File: config.mk
export PLATFORM = sky130hd
export DESIGN_NAME = countdown_alarm
export DESIGN_NICKNAME = d
export VERILOG_FILES = /design/src/rtl/alarm_pkg.sv /design/src/rtl/alarm_datapath.sv /design/src/rtl/alarm_ctrl.sv /design/src/rtl/countdown_alarm.sv
export SDC_FILE = /design/constraint.sdc
export NUM_CORES = 1
export LEC_CHECK = 0
export ABC_AREA = 1
export BUFFER_PORTS_ARGS = -buffer_cell sky130_fd_sc_hd__buf_2
export CAP_MARGIN = 20
export CORE_MARGIN = 8
export CORE_UTILIZATION = 53
export CTS_CLUSTER_DIAMETER = 50
export DETAILED_ROUTE_END_ITERATION = 10
export PLACE_DENSITY = 0.85
export SLEW_MARGIN = 5
export SYNTH_ARGS = -nofsm -noshare
export SYNTH_HDL_FRONTEND = slang
export SYNTH_SLANG_ARGS = --single-unit
File: constraint.sdc
create_clock -name clk -period 2.1 [get_ports clk]
set_input_delay 0.42 -clock clk [delete_from_list [all_inputs] [get_ports clk]]
set_output_delay 0.42 -clock clk [all_outputs]
set_load 0.01 [all_outputs]
File: src/rtl/alarm_pkg.sv
package alarm_pkg;

  // Byte offsets decoded by software
  localparam int OFF_COUNT  = 'h20;
  localparam int OFF_CNTEN  = 'h28;
  localparam int OFF_IRQEN  = 'h2C;
  localparam int OFF_STATUS = 'h30;
  localparam int OFF_WAKEEN = 'h50;

  // Strobes from control to datapath
  typedef struct packed {
    logic loadCount;
    logic tickEn;
  } dpStrobe_t;

endpackage

File: src/rtl/alarm_datapath.sv
module alarm_datapath
  import alarm_pkg::*;
#(
  parameter int CNT_W = 32
) (
  input  logic             clk,
  input  logic             rstN,
  input  dpStrobe_t        strobe,
  input  logic [CNT_W-1:0] loadValue,
  output logic [CNT_W-1:0] count,
  output logic             hitZero
);

  localparam logic [CNT_W-1:0] ONE = {{(CNT_W-1){1'b0}}, 1'b1};

  logic [CNT_W-1:0] countQ;
  logic             nonZero;
  logic             decNow;

  assign nonZero = |countQ;
  assign decNow  = strobe.tickEn && !strobe.loadCount && nonZero;
  assign hitZero = decNow && (countQ == ONE);
  assign count   = countQ;

  always_ff @(posedge clk) begin
    if (!rstN) begin
      countQ <= '0;
    end else if (strobe.loadCount) begin
      countQ <= loadValue;
    end else if (decNow) begin
      countQ <= countQ - ONE;
    end
  end

  assert_load_R2: assert property (@(posedge clk) disable iff (!rstN)
    strobe.loadCount |=> countQ == $past(loadValue));

  assert_dec_R3: assert property (@(posedge clk) disable iff (!rstN)
    (strobe.tickEn && !strobe.loadCount && countQ != '0) |=> countQ == $past(countQ) - ONE);

  assert_hold_R4: assert property (@(posedge clk) disable iff (!rstN)
    (!strobe.tickEn && !strobe.loadCount) |=> $stable(countQ));

endmodule

File: src/rtl/alarm_ctrl.sv
module alarm_ctrl
  import alarm_pkg::*;
#(
  parameter int ADDR_W = 8
) (
  input  logic              clk,
  input  logic              rstN,
  input  logic              tick,
  input  logic              wrEn,
  input  logic [ADDR_W-1:0] addr,
  input  logic              wrBit0,
  input  logic              hitZero,
  output dpStrobe_t         strobe,
  output logic              cntEn,
  output logic              irqEn,
  output logic              wakeEn,
  output logic              pending
);

  logic selCntEn, selIrqEn, selWakeEn, selStatus, statusClr;

  assign selCntEn  = wrEn && (addr == ADDR_W'(OFF_CNTEN));
  assign selIrqEn  = wrEn && (addr == ADDR_W'(OFF_IRQEN));
  assign selWakeEn = wrEn && (addr == ADDR_W'(OFF_WAKEEN));
  assign selStatus = wrEn && (addr == ADDR_W'(OFF_STATUS));
  assign statusClr = selStatus && wrBit0;

  assign strobe.loadCount = wrEn && (addr == ADDR_W'(OFF_COUNT));
  assign strobe.tickEn    = tick && cntEn;

  always_ff @(posedge clk) begin
    if (!rstN) begin
      cntEn   <= 1'b0;
      irqEn   <= 1'b0;
      wakeEn  <= 1'b0;
      pending <= 1'b0;
    end else begin
      if (selCntEn)  cntEn  <= wrBit0;
      if (selIrqEn)  irqEn  <= wrBit0;
      if (selWakeEn) wakeEn <= wrBit0;
      if (hitZero) begin
        pending <= 1'b1;
      end else if (statusClr) begin
        pending <= 1'b0;
      end
    end
  end

  assert_set_wins_R8: assert property (@(posedge clk) disable iff (!rstN)
    hitZero |=> pending);

  assert_clear_R7: assert property (@(posedge clk) disable iff (!rstN)
    (statusClr && !hitZero) |=> !pending);

  assert_only_on_zero_R5: assert property (@(posedge clk) disable iff (!rstN)
    $rose(pending) |-> $past(hitZero));

endmodule

File: src/rtl/countdown_alarm.sv
module countdown_alarm
  import alarm_pkg::*;
#(
  parameter int ADDR_W = 8,
  parameter int DATA_W = 32
) (
  input  logic              clk,
  input  logic              rstN,
  input  logic              tick,
  input  logic              wrEn,
  input  logic [ADDR_W-1:0] addr,
  input  logic [DATA_W-1:0] wrData,
  output logic [DATA_W-1:0] rdData,
  output logic              irqOut,
  output logic              wakeOut
);

  localparam logic [DATA_W-1:0] ZERO = '0;

  dpStrobe_t         strobe;
  logic [DATA_W-1:0] count;
  logic              hitZero, cntEn, irqEn, wakeEn, pending;

  alarm_datapath #(.CNT_W(DATA_W)) datapath_i (
    .clk(clk), .rstN(rstN), .strobe(strobe), .loadValue(wrData),
    .count(count), .hitZero(hitZero)
  );

  alarm_ctrl #(.ADDR_W(ADDR_W)) ctrl_i (
    .clk(clk), .rstN(rstN), .tick(tick), .wrEn(wrEn), .addr(addr),
    .wrBit0(wrData[0]), .hitZero(hitZero), .strobe(strobe),
    .cntEn(cntEn), .irqEn(irqEn), .wakeEn(wakeEn), .pending(pending)
  );

  always_comb begin
    rdData = ZERO;
    if      (addr == ADDR_W'(OFF_COUNT))  rdData = count;
    else if (addr == ADDR_W'(OFF_CNTEN))  rdData[0] = cntEn;
    else if (addr == ADDR_W'(OFF_IRQEN))  rdData[0] = irqEn;
    else if (addr == ADDR_W'(OFF_STATUS)) rdData[0] = pending;
    else if (addr == ADDR_W'(OFF_WAKEEN)) rdData[0] = wakeEn;
  end

  assign irqOut  = pending && irqEn;
  assign wakeOut = pending && wakeEn;

  assert_reset_quiet_R1: assert property (@(posedge clk)
    !rstN |=> (!irqOut && !wakeOut));

endmodule

Yosys cells after proc, flatten, opt, wreduce, memory -nomap -nowiden
Cells that the tools add are included.
{ "op_classes": {"n_addsub": 1, "n_mul": 0, "bitwise_logic": 0, "div_mod_pow": 0, "shift": 0, "muxes": 10, "magnitude_cmp": 0, "n_reduce_logical": 16, "eq_ne": 6} }
{ "op_table": {"columns": ["cell", "count"], "rows": [
  ["32-bit 2-to-1 mux", 2],
  ["32-bit by 1-bit == test with 1-bit output, second input constant", 1],
  ["8-bit by 6-bit == test with 1-bit output, second input constant", 4],
  ["32-bit OR reduction", 1],
  ["32-bit by 1-bit subtractor with 32-bit output, second input constant", 1],
  ["31-bit 2-to-1 mux", 1],
  ["1-bit logical AND", 12],
  ["8-bit by 7-bit == test with 1-bit output, second input constant", 1],
  ["1-bit 2-to-1 mux", 7],
  ["2-bit nonzero test", 2],
  ["1-bit logical NOT", 1]
]} }
{ "word_totals": {"ff_bits": 36, "out_inout_bits": 34, "ram_bits": 0, "latch_bits": 0, "romBits": 0, "n_memories": 0, "inputBits": 44, "wordCells": 38} }

Longest topological paths before layout
{ "logic_depth": {"word_depth": 7, "mapped_depth": 12, "mapped_depth_nobuf": 12} }

By module
Synthesis repeated with hierarchy kept, for this count alone.
{ "unflattened": {"cells_unflattened": 581, "area_unflattened_um2": 3266.9} }
{ "by_module_without_submodules": {"columns": ["module", "seq_area_each_um2", "area_per_inst_um2", "instances", "cells_each"], "rows": [
  ["alarm_datapath", 640.6, 2498.6, 1, 432],
  ["countdown_alarm", 0.0, 486.7, 1, 100],
  ["alarm_ctrl", 80.1, 281.5, 1, 49]
]} }

Least setup slack after synthesis
OpenSTA, ideal clock, no wires.
{ "synth_timing": {"kind": "input-to-output", "startpoint": "in addr[1]", "endpoint": "out rdData[10]", "stages": 6, "path_buffers": 1, "arrival_ns": 1.296, "setup_slack_ns": 0.384, "required_ns": 1.680, "path_cell_list": "nor2_1 nand2_1 nor2_2 nand2_1 clkbuf_1 nor2_1"} }
{ "synth_between": {"elab_chain_cells": 2} }
{ "synth_lines": {"columns": ["item", "line", "rtl"], "rows": [
  ["start, declared", "countdown_alarm.sv:11", "input logic [ADDR_W-1:0] addr,"],
  ["8-bit by 6-bit == test with 1-bit output", "countdown_alarm.sv:37", "if (addr == ADDR_W'(OFF_COUNT)) rdData = count;"],
  ["31-bit 2-to-1 mux", "countdown_alarm.sv:37", null],
  ["end, declared", "countdown_alarm.sv:13", "output logic [DATA_W-1:0] rdData,"]
]} }
Every way passes these cells.

Worst setup path after layout
{ "layout_timing": {"startpoint": "in addr[1]", "endpoint": "out rdData[0]"} }
{ "layout_between": {"elab_chain_cells": 6, "elab_cells_between_ends": 10, "classes_between": "eq/ne (5); mux (5)"} }
{ "layout_lines": {"columns": ["item", "line", "rtl"], "rows": [
  ["8-bit by 7-bit == test with 1-bit output", "countdown_alarm.sv:41", "else if (addr == ADDR_W'(OFF_WAKEEN)) rdData[0] = wakeEn;"],
  ["1-bit 2-to-1 mux", "countdown_alarm.sv:41", null],
  ["1-bit 2-to-1 mux", "countdown_alarm.sv:40", "else if (addr == ADDR_W'(OFF_STATUS)) rdData[0] = pending;"],
  ["1-bit 2-to-1 mux", "countdown_alarm.sv:39", "else if (addr == ADDR_W'(OFF_IRQEN)) rdData[0] = irqEn;"],
  ["1-bit 2-to-1 mux", "countdown_alarm.sv:38", "else if (addr == ADDR_W'(OFF_CNTEN)) rdData[0] = cntEn;"],
  ["1-bit 2-to-1 mux *", "countdown_alarm.sv:37", null]
]} }
Mark *: on every way between the ends. The rest lies on a longest branch, timed or not.

==> results.sh <==
export IMPL_status="complete, no violations"
export IMPL_synth_main_ff_cell="dfxtp_1"
export IMPL_fin_crit_ns=2.012
export IMPL_first_iter_violations=282
export IMPL_die_w_microns=89.50
export IMPL_period_share=0.9579
export IMPL_max_stage_delay_ns=0.16
export IMPL_synthArstFlopShare=0
export IMPL_rsz0062_at_grt="yes"
export IMPL_final_max_slew_violation_count=0
export IMPL_netlist_instances=513
export IMPL_viasPerCell=5.409
export IMPL_place_hpwl_microns=7004
export IMPL_dieArea_sq_mm=0.008009
export IMPL_start_util=0.5535
export IMPL_power_density_mw_per_mm2=389.0
export IMPL_grt_pass1_wl_microns=15030
export IMPL_p_leak_nw=1.749
export IMPL_drt_wl_total_microns=9179
export IMPL_final_nets=638
export IMPL_min_path_cells=5
export IMPL_finalNonFillerCells=663
export IMPL_worstMarginPinSlew_ns=0.6547
export IMPL_netSwitchingFraction=0.2492
export IMPL_synth_nets=559
export IMPL_cts_tree="yes"
export IMPL_htreeDepth=2
export IMPL_setup_worst_path_start_class="input port"
export IMPL_max_cap_violations=0
export IMPL_gp_congestion=0.9719
export IMPL_synth_distinct_cells=32
export IMPL_p_comb_frac=0.101
export IMPL_yosys_warnings=0
export IMPL_clock_fmax_mhz=497.1
export IMPL_rrSetupSlack_ns=0.14
export IMPL_required_ns=1.68
export IMPL_num_rows=26
export IMPL_regArea_sq_um=720.7
export IMPL_vdd_drop_max_v=0.0003098
export IMPL_crit_chain="buf_2 -> nor2_1 -> nand2_1 -> nor2_4 -> nand2_1 -> nor2_1 -> nand2_1 -> o21ai_0 -> a21oi_1 -> o211ai_1 -> buf_2"
export IMPL_core_area_sq_mm=0.005172
export IMPL_clk_pin_slew_worst_paths_ns=0.07
export IMPL_clock_latency_ns=0.29
export IMPL_overflow=0
export IMPL_antenna_found_initial=0
export IMPL_hold_class="input port to flip-flop"
export IMPL_critPathKind="input port to output pin"
export IMPL_hold_violations=0
export IMPL_fin_ws_ns=0.08843
export IMPL_cp_arrival_ns=1.59
export IMPL_crit_fanout=5
export IMPL_multiInputGateArea_sq_mm=0.001843
export IMPL_p_int_w=0.001009
export IMPL_netlist_area_sq_mm=0.002863
export IMPL_diodes=0
export IMPL_remaining_drc_errors=0
export IMPL_timing_rr_start="datapath_i.count[0]"
export IMPL_crit_buf_inv=2
export IMPL_skew_ns=0.003774
export IMPL_cp_slowest_cell="buf_2"
export IMPL_ys_ff_latch=36
export IMPL_r2r_end="datapath_i.count[4]"
export IMPL_worstHoldStart="wrData[18]"
export IMPL_grt_pass1_vias=3377
export IMPL_synth_edff_count=0
export IMPL_port_buffers=77
export IMPL_wl_per_cell_microns=13.84
export IMPL_end_kind="output pin"
export IMPL_syn_avg_cell_area_sq_um=5.580
export IMPL_ios=78
export IMPL_firstDrtPassIters=5
export IMPL_area_delta_synth_final_pct=20.63
export IMPL_min_to="datapath_i.count[18]"
export IMPL_fp_dieH_microns=89.50
export IMPL_clkPwrFrac=0.388
export IMPL_crit_family="simple AND/OR/NAND/NOR gates"
export IMPL_seqPwrFrac=0.510
export IMPL_r2r_cells=10
export IMPL_clockBufferDepth=2
export IMPL_p_sw_w=0.0003348
export IMPL_fin_hold_ws_ns=0.4386
export IMPL_cts_sinks=36
export IMPL_place_inst=655
export IMPL_ant_nets=0
export IMPL_drive_above_1_share=0.1939
export IMPL_grt_max_degree=23
export IMPL_finalSetupViolCount=0
export IMPL_gr_usage_all_layers=0.2347
export IMPL_relSlewSlack=0.5630
export IMPL_nFillCells=497
export IMPL_crit_top_cell="nand2_1"
export IMPL_cts_inserted_buffers=5
export IMPL_num_vias=3586
export IMPL_cts_root_buffer="clkbuf_8"
export IMPL_pre_cts_ws_ns=0.09391
export IMPL_ys_seq_area_frac=0.2517
[placed cells by master, fill, tap and decap left out, types with 2 or more instances in the layout]
cell | synthesis | final
a21oi_2 | 3 | 3
dfxtp_1 | 36 | 36
nor2_2 | 3 | 2
nand4_1 | 5 | 5
xor2_1 | 5 | 5
and2_1 | 2 | 2
o21ai_0 | 41 | 40
nand3_2 | 2 | 2
o211ai_1 | 3 | 3
or2_2 | 3 | 3
inv_1 | 53 | 53
buf_4 | 0 | 10
clkbuf_8 | 0 | 6
nand3_1 | 50 | 50
buf_2 | 4 | 77
clkbuf_1 | 10 | 2
ha_1 | 2 | 2
buf_12 | 1 | 2
nand2_1 | 130 | 130
nand2_2 | 2 | 2
nor3_1 | 4 | 4
nand2_4 | 2 | 2
nor2_1 | 122 | 122
a21oi_1 | 19 | 19
nor2_4 | 2 | 3
[per-layer routing]
metal,GRT usage,vias to the layer above,share of wire
met5,0,-,0
met4,0.07704,0,0.015
met3,0.04412,20,0.089
met2,0.3953,197,0.48
met1,0.2919,1591,0.42
li1,-,1778,-
[worst register-to-register path, cell delays in order (launching register included)]
cell     delay [ns]
dfxtp_1        0.34
inv_1          0.13
ha_1           0.22
nand2_2        0.13
nor2_4         0.17
nand2_4        0.08
o21ai_4        0.22
nand2_4        0.14
buf_12         0.18
a21oi_1        0.17
and2_1         0.14
[cell usage after synthesis, types with 3 or more instances]
cell type | n | share of area
a21oi_1 | 19 | 0.033
a21oi_2 | 3 | 0.0092
buf_2 | 4 | 0.0070
clkbuf_1 | 10 | 0.013
dfxtp_1 | 36 | 0.25
inv_1 | 53 | 0.069
nand2_1 | 130 | 0.17
nand3_1 | 50 | 0.087
nand4_1 | 5 | 0.011
nor2_1 | 122 | 0.16
nor2_2 | 3 | 0.0066
nor3_1 | 4 | 0.0070
o211ai_1 | 3 | 0.0079
o21ai_0 | 41 | 0.072
or2_2 | 3 | 0.0066
xor2_1 | 5 | 0.015
[cell type report]
class	count	share of cell area
Sequential cell	36	0.2087
Inverter	55	0.06123
Tap cell	70	0.02536
Multi-Input combinational cell	405	0.5337
Clock buffer	8	0.02609
Timing Repair Buffer	89	0.1449
[worst max path at each step]
stage | from | end | cells after the start
3_3_place_gp | addr[1] | rdData[0] | 11
4_1_cts | addr[1] | rdData[0] | 11
3_5_place_dp | addr[1] | rdData[0] | 11
2_1_floorplan | addr[1] | rdData[10] | 6
5_1_grt | addr[1] | rdData[0] | 11
6_report | addr[1] | rdData[0] | 11
[cells by family (layout without fill, tap and decap cells)]
group,count (synthesis),count (layout),share of synthesized area
buffers and inverters,72,152,0.1062
XOR/XNOR,6,6,0.01836
adder cells (fa/ha/maj),2,2,0.008740
flip-flops,36,36,0.2517
AO/OA/AOI/OAI,68,68,0.1302
AND/OR/NAND/NOR,329,329,0.4847
[state kept, by name (all words and copies together) (netlist names)]
signal / flops
datapath_i.count: 32
ctrl_i.cntEn: 1
ctrl_i.irqEn: 1
ctrl_i.pending: 1
ctrl_i.wakeEn: 1
[power groups by stage]
stage | clock [W] | combinational [W] | sequential, W
after floorplan | 0 | 0.0000697 | 0.000701
after global placement | 0 | 0.000128 | 0.000701
after detailed placement | 0 | 0.000131 | 0.000701
after CTS | 0.000522 | 0.000133 | 0.000685
after global routing | 0.000550 | 0.000152 | 0.000685
final | 0.000522 | 0.000136 | 0.000685
[metrics by stage]
stage	utilization	TNS, ns	instance area [sq um]	total power [W]
after floorplan	-	0	2863	0.0007704
after global placement	0.6493	0	3358	0.0008293
after detailed placement	0.6493	0	3358	0.0008325
after CTS	0.6667	0	3448	0.001340
after global routing	0.6676	-0.1190	3453	0.001387
final	0.6676	0	3453	0.001343
[repair_timing]
action / in CTS / in global routing
gates resized for setup: 0 / 2
setup endpoints to repair: 0 / 4
hold buffers: 0 / 0
setup buffers: 0 / 0
Note: power is estimated with default switching activity, not from simulation.
